$ cat config.mk
export PLATFORM = sky130hd
export DESIGN_NAME = sdi_ctl_spi_port
export DESIGN_NICKNAME = d
export VERILOG_FILES = /design/src/rtl/srp_pkg.sv /design/src/rtl/srp_pin_sync.sv /design/src/rtl/srp_shift_engine.sv /design/src/rtl/srp_reg_bank.sv /design/src/rtl/sdi_ctl_spi_port.sv
export SDC_FILE = /design/constraint.sdc
export NUM_CORES = 1
export LEC_CHECK = 0
export BUFFER_PORTS_ARGS = -buffer_cell sky130_fd_sc_hd__buf_4
export CELL_PAD_IN_SITES_DETAIL_PLACEMENT = 1
export CELL_PAD_IN_SITES_GLOBAL_PLACEMENT = 1
export CORE_MARGIN = 3
export CORE_UTILIZATION = 30
export CTS_BUF_LIST = sky130_fd_sc_hd__clkbuf_16
export DETAILED_ROUTE_END_ITERATION = 10
export PLACE_DENSITY = 0.67
export SLEW_MARGIN = 10
export SYNTH_ARGS = -nofsm -noshare
export SYNTH_HDL_FRONTEND = slang
export SYNTH_SLANG_ARGS = --single-unit
$ cat constraint.sdc
create_clock -name clk -period 2 [get_ports clk]
set_input_delay 0 -clock clk [delete_from_list [all_inputs] [get_ports clk]]
set_output_delay 0 -clock clk [all_outputs]
set_load 0.01 [all_outputs]
$ cat src/rtl/srp_pkg.sv
package srp_pkg;
  localparam int WORD_W = 16;
  localparam int ADDR_W = 12;
  localparam int CODE_W = 5;
  localparam int FORCE_W = CODE_W + 1;

  localparam logic [ADDR_W-1:0] A_CFG    = 12'h000;
  localparam logic [ADDR_W-1:0] A_STATUS = 12'h004;
  localparam logic [ADDR_W-1:0] A_FORCE  = 12'h006;
  localparam logic [ADDR_W-1:0] A_LINES  = 12'h012;
  localparam logic [ADDR_W-1:0] A_WORDS  = 12'h013;
  localparam logic [ADDR_W-1:0] A_AWORDS = 12'h014;
  localparam logic [ADDR_W-1:0] A_ALINES = 12'h015;

  typedef struct packed {
    logic [CODE_W-1:0] code;
    logic              std_lk;
    logic              v_lk;
    logic              h_lk;
  } lock_stat_t;
endpackage

$ cat src/rtl/srp_pin_sync.sv
module srp_pin_sync #(
  parameter int WIDTH = 3,
  parameter int STAGES = 2,
  parameter logic [WIDTH-1:0] RST_VAL = '0
) (
  input  logic             clk,
  input  logic             rst,
  input  logic [WIDTH-1:0] d,
  output logic [WIDTH-1:0] q
);
  logic [WIDTH-1:0] stg [STAGES];

  always_ff @(posedge clk) begin
    if (rst) stg[0] <= RST_VAL;
    else     stg[0] <= d;
  end

  for (genvar i = 1; i < STAGES; i++) begin : g_stage
    always_ff @(posedge clk) begin
      if (rst) stg[i] <= RST_VAL;
      else     stg[i] <= stg[i-1];
    end
  end

  assign q = stg[STAGES-1];
endmodule

$ cat src/rtl/srp_shift_engine.sv
module srp_shift_engine #(
  parameter int WORD_W = 16,
  parameter int ADDR_W = 12
) (
  input  logic              clk,
  input  logic              rst,
  input  logic              cs_idle,
  input  logic              sclk_rise,
  input  logic              sclk_fall,
  input  logic              mosi_bit,
  input  logic [WORD_W-1:0] rd_data,
  output logic [ADDR_W-1:0] rd_addr,
  output logic              wr_pulse,
  output logic [ADDR_W-1:0] wr_addr,
  output logic [WORD_W-1:0] wr_data,
  output logic              miso_q
);
  localparam int CNT_W = $clog2(2 * WORD_W);
  localparam logic [CNT_W-1:0] CMD_LAST  = CNT_W'(WORD_W - 1);
  localparam logic [CNT_W-1:0] DATA_LAST = CNT_W'(2 * WORD_W - 1);
  localparam logic [CNT_W-1:0] DATA_FST  = CNT_W'(WORD_W);

  logic [CNT_W-1:0]  cnt;
  logic [WORD_W-1:0] rx_sh;
  logic [WORD_W-1:0] tx_sh;
  logic              is_rd;
  logic [ADDR_W-1:0] addr_q;
  logic              rd_flag;

  assign rd_addr = {rx_sh[ADDR_W-2:0], mosi_bit};
  assign rd_flag = rx_sh[WORD_W-2];

  always_ff @(posedge clk) begin
    if (rst) begin
      cnt      <= '0;
      rx_sh    <= '0;
      tx_sh    <= '0;
      is_rd    <= 1'b0;
      addr_q   <= '0;
      wr_pulse <= 1'b0;
      wr_addr  <= '0;
      wr_data  <= '0;
      miso_q   <= 1'b0;
    end else begin
      wr_pulse <= 1'b0;
      if (cs_idle) begin
        cnt    <= '0;
        is_rd  <= 1'b0;
        miso_q <= 1'b0;
      end else begin
        if (sclk_rise) begin
          rx_sh <= {rx_sh[WORD_W-2:0], mosi_bit};
          cnt   <= (cnt == DATA_LAST) ? '0 : cnt + 1'b1;
          if (cnt == CMD_LAST) begin
            is_rd  <= rd_flag;
            addr_q <= rd_addr;
            tx_sh  <= rd_flag ? rd_data : '0;
          end
          if (cnt == DATA_LAST && !is_rd) begin
            wr_pulse <= 1'b1;
            wr_addr  <= addr_q;
            wr_data  <= {rx_sh[WORD_W-2:0], mosi_bit};
          end
        end
        if (sclk_fall) begin
          if (cnt >= DATA_FST && is_rd) begin
            miso_q <= tx_sh[WORD_W-1];
            tx_sh  <= {tx_sh[WORD_W-2:0], 1'b0};
          end else begin
            miso_q <= 1'b0;
          end
        end
      end
    end
  end

  AST_WR_SINGLE_CYCLE: assert property (@(posedge clk) disable iff (rst)
    wr_pulse |=> !wr_pulse);
  AST_WR_NEEDS_SELECT: assert property (@(posedge clk) disable iff (rst)
    wr_pulse |-> $past(!cs_idle));
  AST_MISO_IDLE_LOW: assert property (@(posedge clk) disable iff (rst)
    cs_idle |=> !miso_q);
endmodule

$ cat src/rtl/srp_reg_bank.sv
module srp_reg_bank
  import srp_pkg::*;
(
  input  logic              clk,
  input  logic              rst,
  input  logic              wr_en,
  input  logic [ADDR_W-1:0] wr_addr,
  input  logic [WORD_W-1:0] wr_data,
  input  logic [ADDR_W-1:0] rd_addr,
  output logic [WORD_W-1:0] rd_data,
  input  lock_stat_t        stat,
  input  logic [WORD_W-1:0] cnt_lines,
  input  logic [WORD_W-1:0] cnt_words,
  input  logic [WORD_W-1:0] cnt_awords,
  input  logic [WORD_W-1:0] cnt_alines,
  output logic [WORD_W-1:0] cfg_q,
  output logic [FORCE_W-1:0] force_q
);
  localparam int STAT_PAD = WORD_W - CODE_W - 5;

  logic [WORD_W-1:0] stat_word;
  assign stat_word = {{STAT_PAD{1'b0}}, stat.code, 2'b00,
                      stat.std_lk, stat.v_lk, stat.h_lk};

  always_ff @(posedge clk) begin
    if (rst) begin
      cfg_q   <= '0;
      force_q <= '0;
    end else if (wr_en) begin
      if (wr_addr == A_CFG)   cfg_q   <= wr_data;
      if (wr_addr == A_FORCE) force_q <= wr_data[FORCE_W-1:0];
    end
  end

  always_comb begin
    case (rd_addr)
      A_CFG:    rd_data = cfg_q;
      A_STATUS: rd_data = stat_word;
      A_FORCE:  rd_data = {{(WORD_W-FORCE_W){1'b0}}, force_q};
      A_LINES:  rd_data = cnt_lines;
      A_WORDS:  rd_data = cnt_words;
      A_AWORDS: rd_data = cnt_awords;
      A_ALINES: rd_data = cnt_alines;
      default:  rd_data = '0;
    endcase
  end

  AST_RO_WRITE_NO_EFFECT: assert property (@(posedge clk) disable iff (rst)
    (wr_en && wr_addr != A_CFG && wr_addr != A_FORCE)
      |=> ($stable(cfg_q) && $stable(force_q)));
  AST_HOLD_WITHOUT_WRITE: assert property (@(posedge clk) disable iff (rst)
    !wr_en |=> ($stable(cfg_q) && $stable(force_q)));
endmodule

$ cat src/rtl/sdi_ctl_spi_port.sv
module sdi_ctl_spi_port
  import srp_pkg::*;
#(
  parameter int SYNC_STAGES = 2
) (
  input  logic              clk,
  input  logic              rst,
  input  logic              spi_sclk,
  input  logic              spi_cs_n,
  input  logic              spi_mosi,
  output logic              spi_miso,
  input  logic              lock_h,
  input  logic              lock_v,
  input  logic              lock_std,
  input  logic [CODE_W-1:0] std_code,
  input  logic [WORD_W-1:0] lines_frame,
  input  logic [WORD_W-1:0] words_line,
  input  logic [WORD_W-1:0] words_active,
  input  logic [WORD_W-1:0] lines_active,
  output logic [WORD_W-1:0] cfg_word,
  output logic              force_on,
  output logic [CODE_W-1:0] force_code
);
  logic [2:0]         pins_s;
  logic               cs_s, sclk_s, mosi_s, sclk_d;
  logic               rise, fall;
  logic [ADDR_W-1:0]  rd_addr, wr_addr;
  logic [WORD_W-1:0]  rd_data, wr_data;
  logic               wr_pulse;
  logic [FORCE_W-1:0] force_q;
  lock_stat_t         stat;

  srp_pin_sync #(.WIDTH(3), .STAGES(SYNC_STAGES), .RST_VAL(3'b100)) u_sync (
    .clk(clk), .rst(rst),
    .d({spi_cs_n, spi_sclk, spi_mosi}),
    .q(pins_s)
  );

  assign {cs_s, sclk_s, mosi_s} = pins_s;

  always_ff @(posedge clk) begin
    if (rst) sclk_d <= 1'b0;
    else     sclk_d <= sclk_s;
  end

  assign rise = sclk_s & ~sclk_d;
  assign fall = ~sclk_s & sclk_d;

  srp_shift_engine #(.WORD_W(WORD_W), .ADDR_W(ADDR_W)) u_eng (
    .clk(clk), .rst(rst),
    .cs_idle(cs_s), .sclk_rise(rise), .sclk_fall(fall), .mosi_bit(mosi_s),
    .rd_data(rd_data), .rd_addr(rd_addr),
    .wr_pulse(wr_pulse), .wr_addr(wr_addr), .wr_data(wr_data),
    .miso_q(spi_miso)
  );

  assign stat = '{code: std_code, std_lk: lock_std, v_lk: lock_v, h_lk: lock_h};

  srp_reg_bank u_bank (
    .clk(clk), .rst(rst),
    .wr_en(wr_pulse), .wr_addr(wr_addr), .wr_data(wr_data),
    .rd_addr(rd_addr), .rd_data(rd_data),
    .stat(stat),
    .cnt_lines(lines_frame), .cnt_words(words_line),
    .cnt_awords(words_active), .cnt_alines(lines_active),
    .cfg_q(cfg_word), .force_q(force_q)
  );

  assign force_on   = force_q[FORCE_W-1];
  assign force_code = force_q[CODE_W-1:0];

  AST_AUTO_CLEARS_CODE: assert property (@(posedge clk) disable iff (rst)
    (wr_pulse && wr_addr == A_FORCE && wr_data == '0)
      |=> (!force_on && force_code == '0));
endmodule

==> flow_summary.toml <==
[drt]
drt_first_iter_violations = 239
ant_nets = 0
post_drt_wl_per_cell_um = 17.9
dr.pass1.iters = 4
vias = 4562
vias_per_cell = 5.11
drt-total-wl_mm = 16.0
drc = 0

[timing]
worst_pin_slew_ps = 1040
relSlewSlack_pct = 30.7
worst_slack_ps = 49.3
fin_worst_skew_ps = 9.13
rsz0062_at_grt = "true"
drv_slew = 0
max_clock_freq_mhz = 513
fin_crit_sh_pct = 97.5
min_period_ps = 1950
finalHoldViolations = 0
setup_viol = 0

[power]
total_leakage_power_nw = 2.44
power_density_nw_per_um2 = 670
irDropWorstVdd_mv = 0.468
total_power_mw = 4.24

[die]
start_util_pct = 31.0
ios = 100
core_um2 = 15400
num_rows = 45
die_w_um = 132
die-area_um2 = 17400
die_h_um = 132

[synthesis]
synth_async_sr_flop_share_pct = 0
synth-main-ff-cell = "dfxtp_1"
syn_inst = 569
synthDistinctLibCells = 54
synth_fp_nets = 649
synth-edff-count = 0
ys_seq_area_share_pct = 45.3
ys_warn_count = 0
syn_avg_cell_area_um2 = 8.38
synthesis.area_um2 = 4770
ys_ff_latch = 108

[cts]
clk_latency_ps = 350
clk_pin_slew_ps = 80
numCtsBuffers = 9
cts.sinks = 108
h-tree-depth = 3
tritoncts = "done"
root_buffer = "clkbuf_16"
max-clock-path-buffers = 2

[critical_path]
cp-start-kind = "register"
path_max_fanout = 8
crit_end = "u_eng.tx_sh[15]"
r2r-end = "u_eng.tx_sh[15]"
reg2reg_from = "u_eng.cnt[1]"
cp.arrival_ps = 2240
r2r_cells = 7
end_kind = "register"
reg2reg_setup_slack_ps = 50
crit_start = "u_eng.cnt[1]"
crit_type = "register to register"
crit_required_ps = 2290

[grt]
antenna_found_initial = 0
grt_pass1_vias = 4787
grt_overflow = 0
grt_max_degree = 102
grt_pass1_wl_mm = 25.5
grt_util_all_layers_pct = 17.9

[place]
place_congestion = 0.893
place_ws_ps = -54.5
io_buffers = 99
dp_hpwl_mm = 11.7

[run]
maxCapViolCount = 0

[layout]
final_layout_size_suffix_gt1_share_pct = 26.2
layout.nets = 757
fin_util_pct = 41.2
insertedDiodeCount = 0
synthToLayoutAreaGrowth_pct = 32.9

[status]
outcome = "completed"

[hold_path]
hp-class = "input port to register"
where the power goes:
group          switching (mW)  internal (mW)  total (mW)
combinational          0.0830          0.125       0.208
sequential            0.00594           2.15        2.16
clock                   0.876           1.00        1.88
critical path, cell delays in order (launching register included):
cell and delay (ps):
dfxtp_2 360, ha_4 140, and3_4 200, ha_4 140, nand3b_1 140, nor4b_4 350
o2111a_2 380, a311o_2 200
synthesized netlist by cell type, types with 2 or more instances:
master    instances  area [um^2]
nand2_1         124          465
dfxtp_1         108         2160
a21oi_1          68          340
nor2_1           34          128
a22oi_1          32          240
clkbuf_1         32          120
mux2i_1          28          280
o21ai_0          18         90.1
o22ai_1          16          100
nor2b_1          13         81.3
and3_1           11         68.8
buf_2             6         30.0
nand3_1           6         30.0
a311oi_1          5         43.8
or2_2             5         31.3
a21o_1            3         22.5
buf_4             3         22.5
ha_1              3         37.5
inv_1             3         11.3
mux2_2            3         33.8
nand2b_1          3         18.8
nand3b_1          3         22.5
nor3_1            3         15.0
a221oi_1          2         17.5
a222oi_1          2         20.0
a32oi_1           2         17.5
and2_1            2         12.5
buf_1             2         7.51
buf_6             2         22.5
nand4b_1          2         17.5
o211ai_2          2         25.0
routing by layer:
layer / vias up / part of all wire, % / track usage (%)
met3: 16 / 2.9 / 3.05
met1: 2253 / 48 / 24.6
met5: - / 0 / 0
met2: 75 / 48 / 29.6
li1: 2218 / - / -
met4: 0 / 1.3 / 3.73
through the flow:
stage                     instances  TNS, ps  instance area (um^2)  hold slack (ps)
final                           893        0                  6340             40.0
after floorplan                 569        0                  4770              104
after global placement          864        0                  5820              190
after CTS                       891        0                  6250             29.8
after global routing            893     -258                  6340             62.8
after detailed placement        864     -119                  5820              192
repair_timing:
action                                 4_1_cts  5_1_grt
endpoints found under the hold margin       11        0
hold buffers                                11        0
pin swaps                                    0        5
buffers inserted                             0        2
gates resized for setup                      1       24
setup endpoints to repair                    7       33
cells by family (layout without fill, tap and decap cells):
kind of cell | count (synthesis) | after routing | share of synthesized area [%]
adder cells (fa/ha/maj) | 3 | 3 | 0.787
AO/OA/AOI/OAI | 157 | 157 | 20.5
buffers and inverters | 48 | 161 | 4.49
AND/OR/NAND/NOR | 222 | 222 | 22.3
flip-flops | 108 | 108 | 45.3
multiplexers | 31 | 31 | 6.59
cell type report:
type | count | area (um^2)
clock buffers | 9 | 225
clock inverters | 7 | 90.1
fillers | 1803 | 9030
inverters | 3 | 11.3
multi-input cells | 413 | 2460
flip-flops and latches | 108 | 2160
well taps | 211 | 264
repair buffers | 142 | 1120
cell usage in the layout, fill, tap and decap left out, types with 2 or more instances in the layout:
cell / n
clkinv_4: 2
or2_2: 5
a222oi_1: 2
inv_1: 3
a22oi_1: 32
or4_4: 2
nand3_1: 6
nor2_1: 33
clkbuf_16: 9
o21ai_2: 2
nor2b_1: 12
nor4b_4: 2
dlygate4sd3_1: 11
nand2_1: 123
o211ai_2: 2
o21ai_1: 6
buf_12: 2
a21o_1: 3
mux2i_1: 28
nand3b_1: 3
a221oi_1: 2
and3_1: 10
a21oi_1: 68
a32oi_1: 2
o22ai_1: 16
inv_6: 3
and2_1: 2
buf_4: 128
dfxtp_2: 2
ha_4: 2
nand2b_1: 3
nand4b_1: 2
nor3_1: 3
o21ai_0: 11
dfxtp_1: 106
a311oi_1: 5
mux2_2: 3
state kept, by name, indices dropped and copies added, names as in the netlist:
signal / count
u_sync.stg: 6
u_eng.rx_sh: 15
u_bank.force_q: 6
u_eng.wr_data: 16
u_eng.cnt: 5
u_bank.cfg_q: 16
u_eng.wr_addr: 12
u_eng.miso_q: 1
sclk_d: 1
u_eng.tx_sh: 16
u_eng.is_rd: 1
u_eng.wr_pulse: 1
u_eng.addr_q: 12
how the worst min path moves through the flow:
stage	start	to	slack [ps]	cells past startpoint
2_1_floorplan	spi_cs_n	u_sync.stg[0][2]	100	1
3_3_place_gp	spi_cs_n	u_sync.stg[0][2]	190	2
3_5_place_dp	spi_cs_n	u_sync.stg[0][2]	190	2
4_1_cts	words_line[12]	u_eng.tx_sh[12]	30	5
5_1_grt	std_code[3]	u_eng.tx_sh[8]	60	5
6_report	words_line[12]	u_eng.tx_sh[12]	40	5
Power figures use the tool's default switching activity.
